## src/rtl/cfg_bit_reader.sv

```systemverilog
module cfg_bit_reader #(
  parameter int DEPTH_BITS  = 2048,
  parameter int POR_CYCLES  = 32,
  parameter bit POL_DEFAULT = 1'b1
) (
  input  logic                            clk,
  input  logic                            rst_n,
  input  logic                            ce_n,
  input  logic                            oe_rst,
  input  logic                            ser_en,
  input  logic                            cfg_we,
  input  logic [$clog2(DEPTH_BITS/8)-1:0] cfg_addr,
  input  logic [7:0]                      cfg_data,
  input  logic                            pol_we,
  input  logic                            pol_d,
  output logic                            data_o,
  output logic                            data_en,
  output logic                            ceo_n,
  output logic                            ready_o
);
  localparam int BYTES = DEPTH_BITS / 8;
  localparam int AW    = $clog2(DEPTH_BITS);
  localparam int PW    = $clog2(POR_CYCLES + 1);
  localparam logic [AW-1:0] LAST = AW'(DEPTH_BITS - 1);

  logic [7:0]    mem [BYTES];
  logic          pol;
  logic [PW-1:0] por_cnt;
  logic [AW-1:0] ptr;
  logic          done;
  logic          rst_lvl;
  logic          run;
  logic          cur_bit;

  always_ff @(posedge clk)
    if (cfg_we && !ser_en) mem[cfg_addr] <= cfg_data;

  always_ff @(posedge clk or negedge rst_n)
    if (!rst_n)                 pol <= POL_DEFAULT;
    else if (pol_we && !ser_en) pol <= pol_d;

  always_ff @(posedge clk or negedge rst_n)
    if (!rst_n)                           por_cnt <= '0;
    else if (por_cnt != PW'(POR_CYCLES))  por_cnt <= por_cnt + 1'b1;

  assign ready_o = (por_cnt == PW'(POR_CYCLES));
  assign rst_lvl = pol ? oe_rst : !oe_rst;
  assign run     = ready_o && ser_en && !ce_n && !rst_lvl;

  always_ff @(posedge clk or negedge rst_n)
    if (!rst_n) begin
      ptr  <= '0;
      done <= 1'b0;
    end else if (!ready_o || (ser_en && rst_lvl)) begin
      ptr  <= '0;
      done <= 1'b0;
    end else if (run && !done) begin
      if (ptr == LAST) begin
        ptr  <= '0;
        done <= 1'b1;
      end else begin
        ptr  <= ptr + 1'b1;
      end
    end

  assign cur_bit = mem[ptr[AW-1:3]][ptr[2:0]];
  assign data_en = run && !done;
  assign data_o  = data_en & cur_bit;
  assign ceo_n   = !(done && run);
endmodule

```

## config.mk

```make
export PLATFORM = sky130hd
export DESIGN_NAME = cfg_bit_reader
export DESIGN_NICKNAME = d
export VERILOG_FILES = /design/src/rtl/cfg_bit_reader.sv
export SDC_FILE = /design/constraint.sdc
export NUM_CORES = 2
export LEC_CHECK = 0
export BUFFER_PORTS_ARGS = -buffer_cell sky130_fd_sc_hd__buf_2
export CORE_UTILIZATION = 23
export CTS_CLUSTER_DIAMETER = 100
export CTS_CLUSTER_SIZE = 25
export DETAILED_ROUTE_END_ITERATION = 8
export GPL_ROUTABILITY_DRIVEN = 0
export PLACE_DENSITY = 0.35
export SLEW_MARGIN = 20
export SYNTH_ARGS = -nofsm -noshare
export SYNTH_HDL_FRONTEND = slang
export SYNTH_SLANG_ARGS = --single-unit
```

## constraint.sdc

```tcl
create_clock -name clk -period 3.65 [get_ports clk]
set_clock_uncertainty 0.1 [all_clocks]
set_input_delay 0.365 -clock clk [delete_from_list [all_inputs] [get_ports clk]]
set_output_delay 0.365 -clock clk [all_outputs]
set_load 0.05 [all_outputs]
```

== Yosys cells after proc, flatten, opt, wreduce, memory -nomap -nowiden ==
Memory sizes are Yosys's and may differ from the RTL's.
Index checks and enable logic that the tools add are counted.
W data, S select, Z words.

* Output and inout port bits: 4
* Word-level logic and storage cells: 42
* Flip-flop bits (word level): 19
* Memories: 1
* RAM bits: 2,048
* Input port bits: 24

* Reductions and logical operators: 19
* Bitwise gates (word level): 1
* Muxes and demuxes: 11
* $lt $le $gt $ge: 1
* Add/sub/neg operators: 2
* Equal/unequal tests: 3

{| class="wikitable"
|+ Memory list
! memory !! words !! width !! rd ports !! clocked after Yosys merged registers in !! wr ports !! line !! source
|-
| mem || 256 || 8 || 1 || 0 || 1 || 26 || <nowiki>logic [7:0] mem [BYTES];</nowiki>
|}

{| class="wikitable"
|+ Operators with widths
! operator !! count
|-
| $mux W11 || 3
|-
| $add A11 B1 Y11 const B || 1
|-
| $eq A11 B11 Y1 const B || 1
|-
| $logic_and A1 B1 Y1 || 8
|-
| $logic_not A1 Y1 || 7
|-
| $mux W1 || 7
|-
| $add A6 B1 Y6 const B || 1
|-
| $eq A6 B6 Y1 const B || 1
|-
| $ne A6 B6 Y1 const B || 1
|-
| $lt A3 B4 Y1 const B || 1
|-
| $reduce_bool A2 Y1 || 2
|-
| $bmux W1 S3 || 1
|-
| $reduce_and A2 Y1 || 1
|-
| $and A1 B1 Y1 || 1
|-
| $logic_or A1 B1 Y1 || 1
|}

== Logic depth before layout (Yosys ltp) ==
* Word-level depth: 7
* Gate-level depth with buffers: 14
* Gate-level depth less buffers: 10

== Worst setup path before layout ==
OpenSTA, ideal clock, no wires.

* Path type: flip-flop to output port
* From: register ptr[3]
* To: output data_o
* Path slack: 0.022 ns
* Arrival time: 3.163 ns
* Stages on the path, launching flop included: 14
* Cell sequence: dfrtp_1 -> buf_6 -> buf_8 -> buf_8 -> buf_12 -> buf_8 -> mux2i_1 -> a221oi_1 -> o21ai_1 -> a2111oi_0 -> o22ai_1 -> o21ai_0 -> o221ai_1 -> a32oi_1

* Word-level cells in the longest chain between the ends: 4

{| class="wikitable"
|+ RTL lines
! element !! line !! source
|-
| start, declared || 29 || <nowiki>logic [AW-1:0] ptr;</nowiki>
|-
| start signal, assigned || 62 || <nowiki>ptr <= ptr + 1'b1;</nowiki>
|-
| $mem_v2 Z256 W8 || n/a ||
|-
| $bmux W1 S3 || 66 || <nowiki>assign cur_bit = mem[ptr[AW-1:3]][ptr[2:0]];</nowiki>
|-
| $mux W1 (not written as such) || 66 ||
|-
| $and A1 B1 Y1 || 68 || <nowiki>assign data_o = data_en & cur_bit;</nowiki>
|-
| end, declared || 16 || <nowiki>output logic data_o,</nowiki>
|}

Every way passes these cells. The select of a mux whose other input is x is not followed.

== Worst setup path after layout ==
Ends and elaborated chain as after synthesis.

==> key figures <==
Outcome
  • Status: complete, but fails checks
  • Failing checks: negative setup slack

Synthesis
  • Mapped Area: 80800 µm²
  • Yosys top cell area share: 76.1%
  • Ys flop type: edfxtp_1
  • Post-synth EDFFs: 2048
  • Cell variety after synth: 66
  • Post-synth top area cell: edfxtp_1
  • YS warnings: 0
  • Post-synthesis sequential area ratio: 76.7%
  • Avg Inst Size Synth: 21.2 µm²
  • Seq cells post-synth: 2067
  • Gate Count Post-Synth: 3819
  • Syn_nets: 3846
  • Post-synth ARST share: 0.919%
  • Largest cells by area after synthesis: edfxtp_1, mux4_2, mux2i_1, nor2_1, dfrtp_1

Power
  • Max IR drop VDD: 391 µV
  • P per Cell Area: 428 nW/µm²
  • Leak Pwr: 29.9 nW

Setup path
  • CP max stage delay: 0.51 ns
  • CP required: 3.18 ns
  • Crit path max fanout: 14
  • Worst setup SP type: flip-flop
  • Buf/Inv on CP: 5
  • RR Startpoint: por_cnt[0]$_DFFE_PN0P_
  • Critical path, cell by cell: buf_12 > buf_16 > buf_16 > mux2i_1 > a221oi_2 > buf_4 > a21oi_1 > o21a_1 > o311ai_2 > o211a_1 > o221ai_2 > a32oi_4 > buf_12
  • Critical path's top delay family: compound AO/OA/AOI/OAI gates
  • Kind of critical path: reg2out
  • Arr. time, crit path: 4.66 ns
  • CP Capture Type: output port
  • Critical Path Source: ptr[3]$_DFFE_PN0P_
  • Worst path slowest cell: a32oi_4

Layout
  • Fillers: 34443
  • Most frequent cells in the layout: edfxtp_1, buf_4, mux4_2, nor2_1, mux2i_1
  • Register area: 62000 µm²
  • Nets: 4600
  • Share of post-route cells with drive strength above 1: 35.6%
  • Final Core Density: 28.0%
  • Most common cell after layout, fill and taps aside: edfxtp_1
  • Multi-input gate area: 18100 µm²
  • Area Growth Syn to Fin: 21.0%

Route
  • # DRC: 0
  • Via count: 41423
  • Average wire per cell in the routed design: 30.1 µm
  • Routed WL: 278 mm
  • Final ANT Viol Nets: 0
  • Initial DRC Count: 3858
  • TritonRoute pass-1 iters: 5
  • Vias per inst: 4.48

STA
  • Finish-stage setup viols: 1
  • Measured slew at the worst slew-check pin: 1.09 ns
  • Max Clk Rate: 195 MHz
  • Relative slew margins: 27.1%
  • Slew Viols, Final: 0
  • Final Hold Fails: 0
  • RSZ-0062 raised after global routing: true
  • Final worst slack: -1.47 ns
  • Tcrit/Tclk final: 140%
  • Period minus WS final: 5.12 ns

Floorplanning
  • Total core area: 349000 µm²
  • FP Rows: 217
  • Chip height: 595 µm
  • Die W: 595 µm
  • Ports: 28
  • Total die area: 354000 µm²
  • Initial Utilization: 23.1%

Hold path
  • Hold Crit Class: in2reg
  • Hold path startpoint: ce_n

Clock network
  • Clk_lat worst skew: 0.95 ns
  • Max H-tree Level: 3
  • Clk sinks: 2067
  • Reg clk slew, reported paths: 0.09 ns
  • Clock buffer depth: 4
  • CTS buffer count: 112
  • CTS tree: built
  • Root Driver: clkbuf_16

Global route
  • GRT Residual Overflow: 0
  • Initial antenna violation count: 25
  • GRT Util Overall: 15.4%
  • Vias in the first global route: 42486
  • Largest net degree at the start of global routing: 102
  • First-pass GRT wire length: 378 mm

Job
  • Max Cap Viol: 0

Placement
  • DP HPWL: 183 mm
  • Dpl ws: -1.72 ns
  • IO Port Bufs: 27
stage by stage:
step | setup TNS, ns | hold WS [ns] | area (µm²) | total power (W) | cells
floorplan | 0 | -0.0306 | 80800 | 0.0268 | 3819
global placement | -1.80 | 0.326 | 92600 | 0.0275 | 8988
detailed placement | -1.72 | 0.320 | 92600 | 0.0275 | 8990
CTS | -1.50 | 0.00647 | 97400 | 0.0424 | 9218
global route | -1.52 | 0.0698 | 97800 | 0.0432 | 9240
finish | -1.47 | 0.0757 | 97800 | 0.0419 | 9243
routing by layer:
| metal | vias to the layer above | wire (µm) | track usage (%) |
|---|---|---|---|
| met2 | 878 | 133000 | 25.3 |
| met4 | 0 | 4610 | 2.52 |
| li1 | 17401 | - | - |
| met1 | 22945 | 129000 | 22.0 |
| met5 | - | 0 | 0 |
| met3 | 199 | 10600 | 1.79 |
final cells by class:
class | count | share of cell area (%)
Multi-Input combinational cell | 1506 | 18.5
Timing Repair Buffer | 874 | 8.44
Antenna cell | 6 | 0.0154
Tap cell | 4599 | 5.89
Inverter | 12 | 0.0512
Sequential cell | 2067 | 63.4
Clock inverter | 59 | 0.769
Clock buffer | 120 | 2.93
timing repair:
action	in CTS	in global routing
hold buffers	14	0
gates cloned	6	2
hold endpoints to repair	443	0
pin swaps	15	23
gates resized for setup	104	43
endpoints found under the setup margin	2	2
setup buffers	30	19
logic make-up after synthesis:
family | count (synthesis) | share of synthesized area, %
adder cells (fa/ha/maj) | 3 | 0.0465
AND/OR/NAND/NOR | 502 | 2.68
multiplexers | 663 | 15.8
AO/OA/AOI/OAI | 328 | 2.90
flip-flops | 2067 | 76.7
XOR/XNOR | 10 | 0.108
buffers and inverters | 246 | 1.79
flip-flops by register name, summed over array words and instances (netlist names):
signal	cells
mem	2048
pol	1
por_cnt	6
done	1
ptr	11
Yosys cell counts, types with 33 or more instances:
| master | number |
|---|---|
| nor2_1 | 296 |
| a21oi_1 | 55 |
| mux4_2 | 485 |
| edfxtp_1 | 2048 |
| buf_2 | 52 |
| mux2i_1 | 156 |
| nand3_1 | 40 |
| clkbuf_1 | 115 |
| o21ai_0 | 35 |
| a221oi_1 | 33 |
| nand2_1 | 81 |
| a22oi_1 | 58 |
worst paths after layout:
path                       slack [ns]  cells after the start                      to
setup reg to reg                 0.88                     11      ptr[5]$_DFFE_PN0P_
setup / recovery                -1.47                     13                  data_o
max in group asynchronous        2.78                      4      ptr[7]$_DFFE_PN0P_
hold / removal                   0.08                      6      ptr[1]$_DFFE_PN0P_
hold reg to reg                  0.38                      1  por_cnt[5]$_DFFE_PN0P_
min in group asynchronous        0.45                      4      ptr[6]$_DFFE_PN0P_
worst reg2reg max path, cell delays in order, from the launching register on:
cell and delay [ns]:
dfrtp_1 0.39, inv_1 0.09, ha_1 0.15, nor4b_2 0.17
nand2_1 0.12, or4_4 0.57, buf_4 0.20, inv_2 0.06
buf_4 0.18, nand3_1 0.15, o31ai_1 0.37, buf_4 0.20
power by group:
part / switching (W) / internal (W) / total (W)
sequential: 0.0000310 / 0.0261 / 0.0261
combinational: 0.000728 / 0.000195 / 0.000923
clock: 0.00839 / 0.00646 / 0.0149
(Power assumes the default switching activity.)
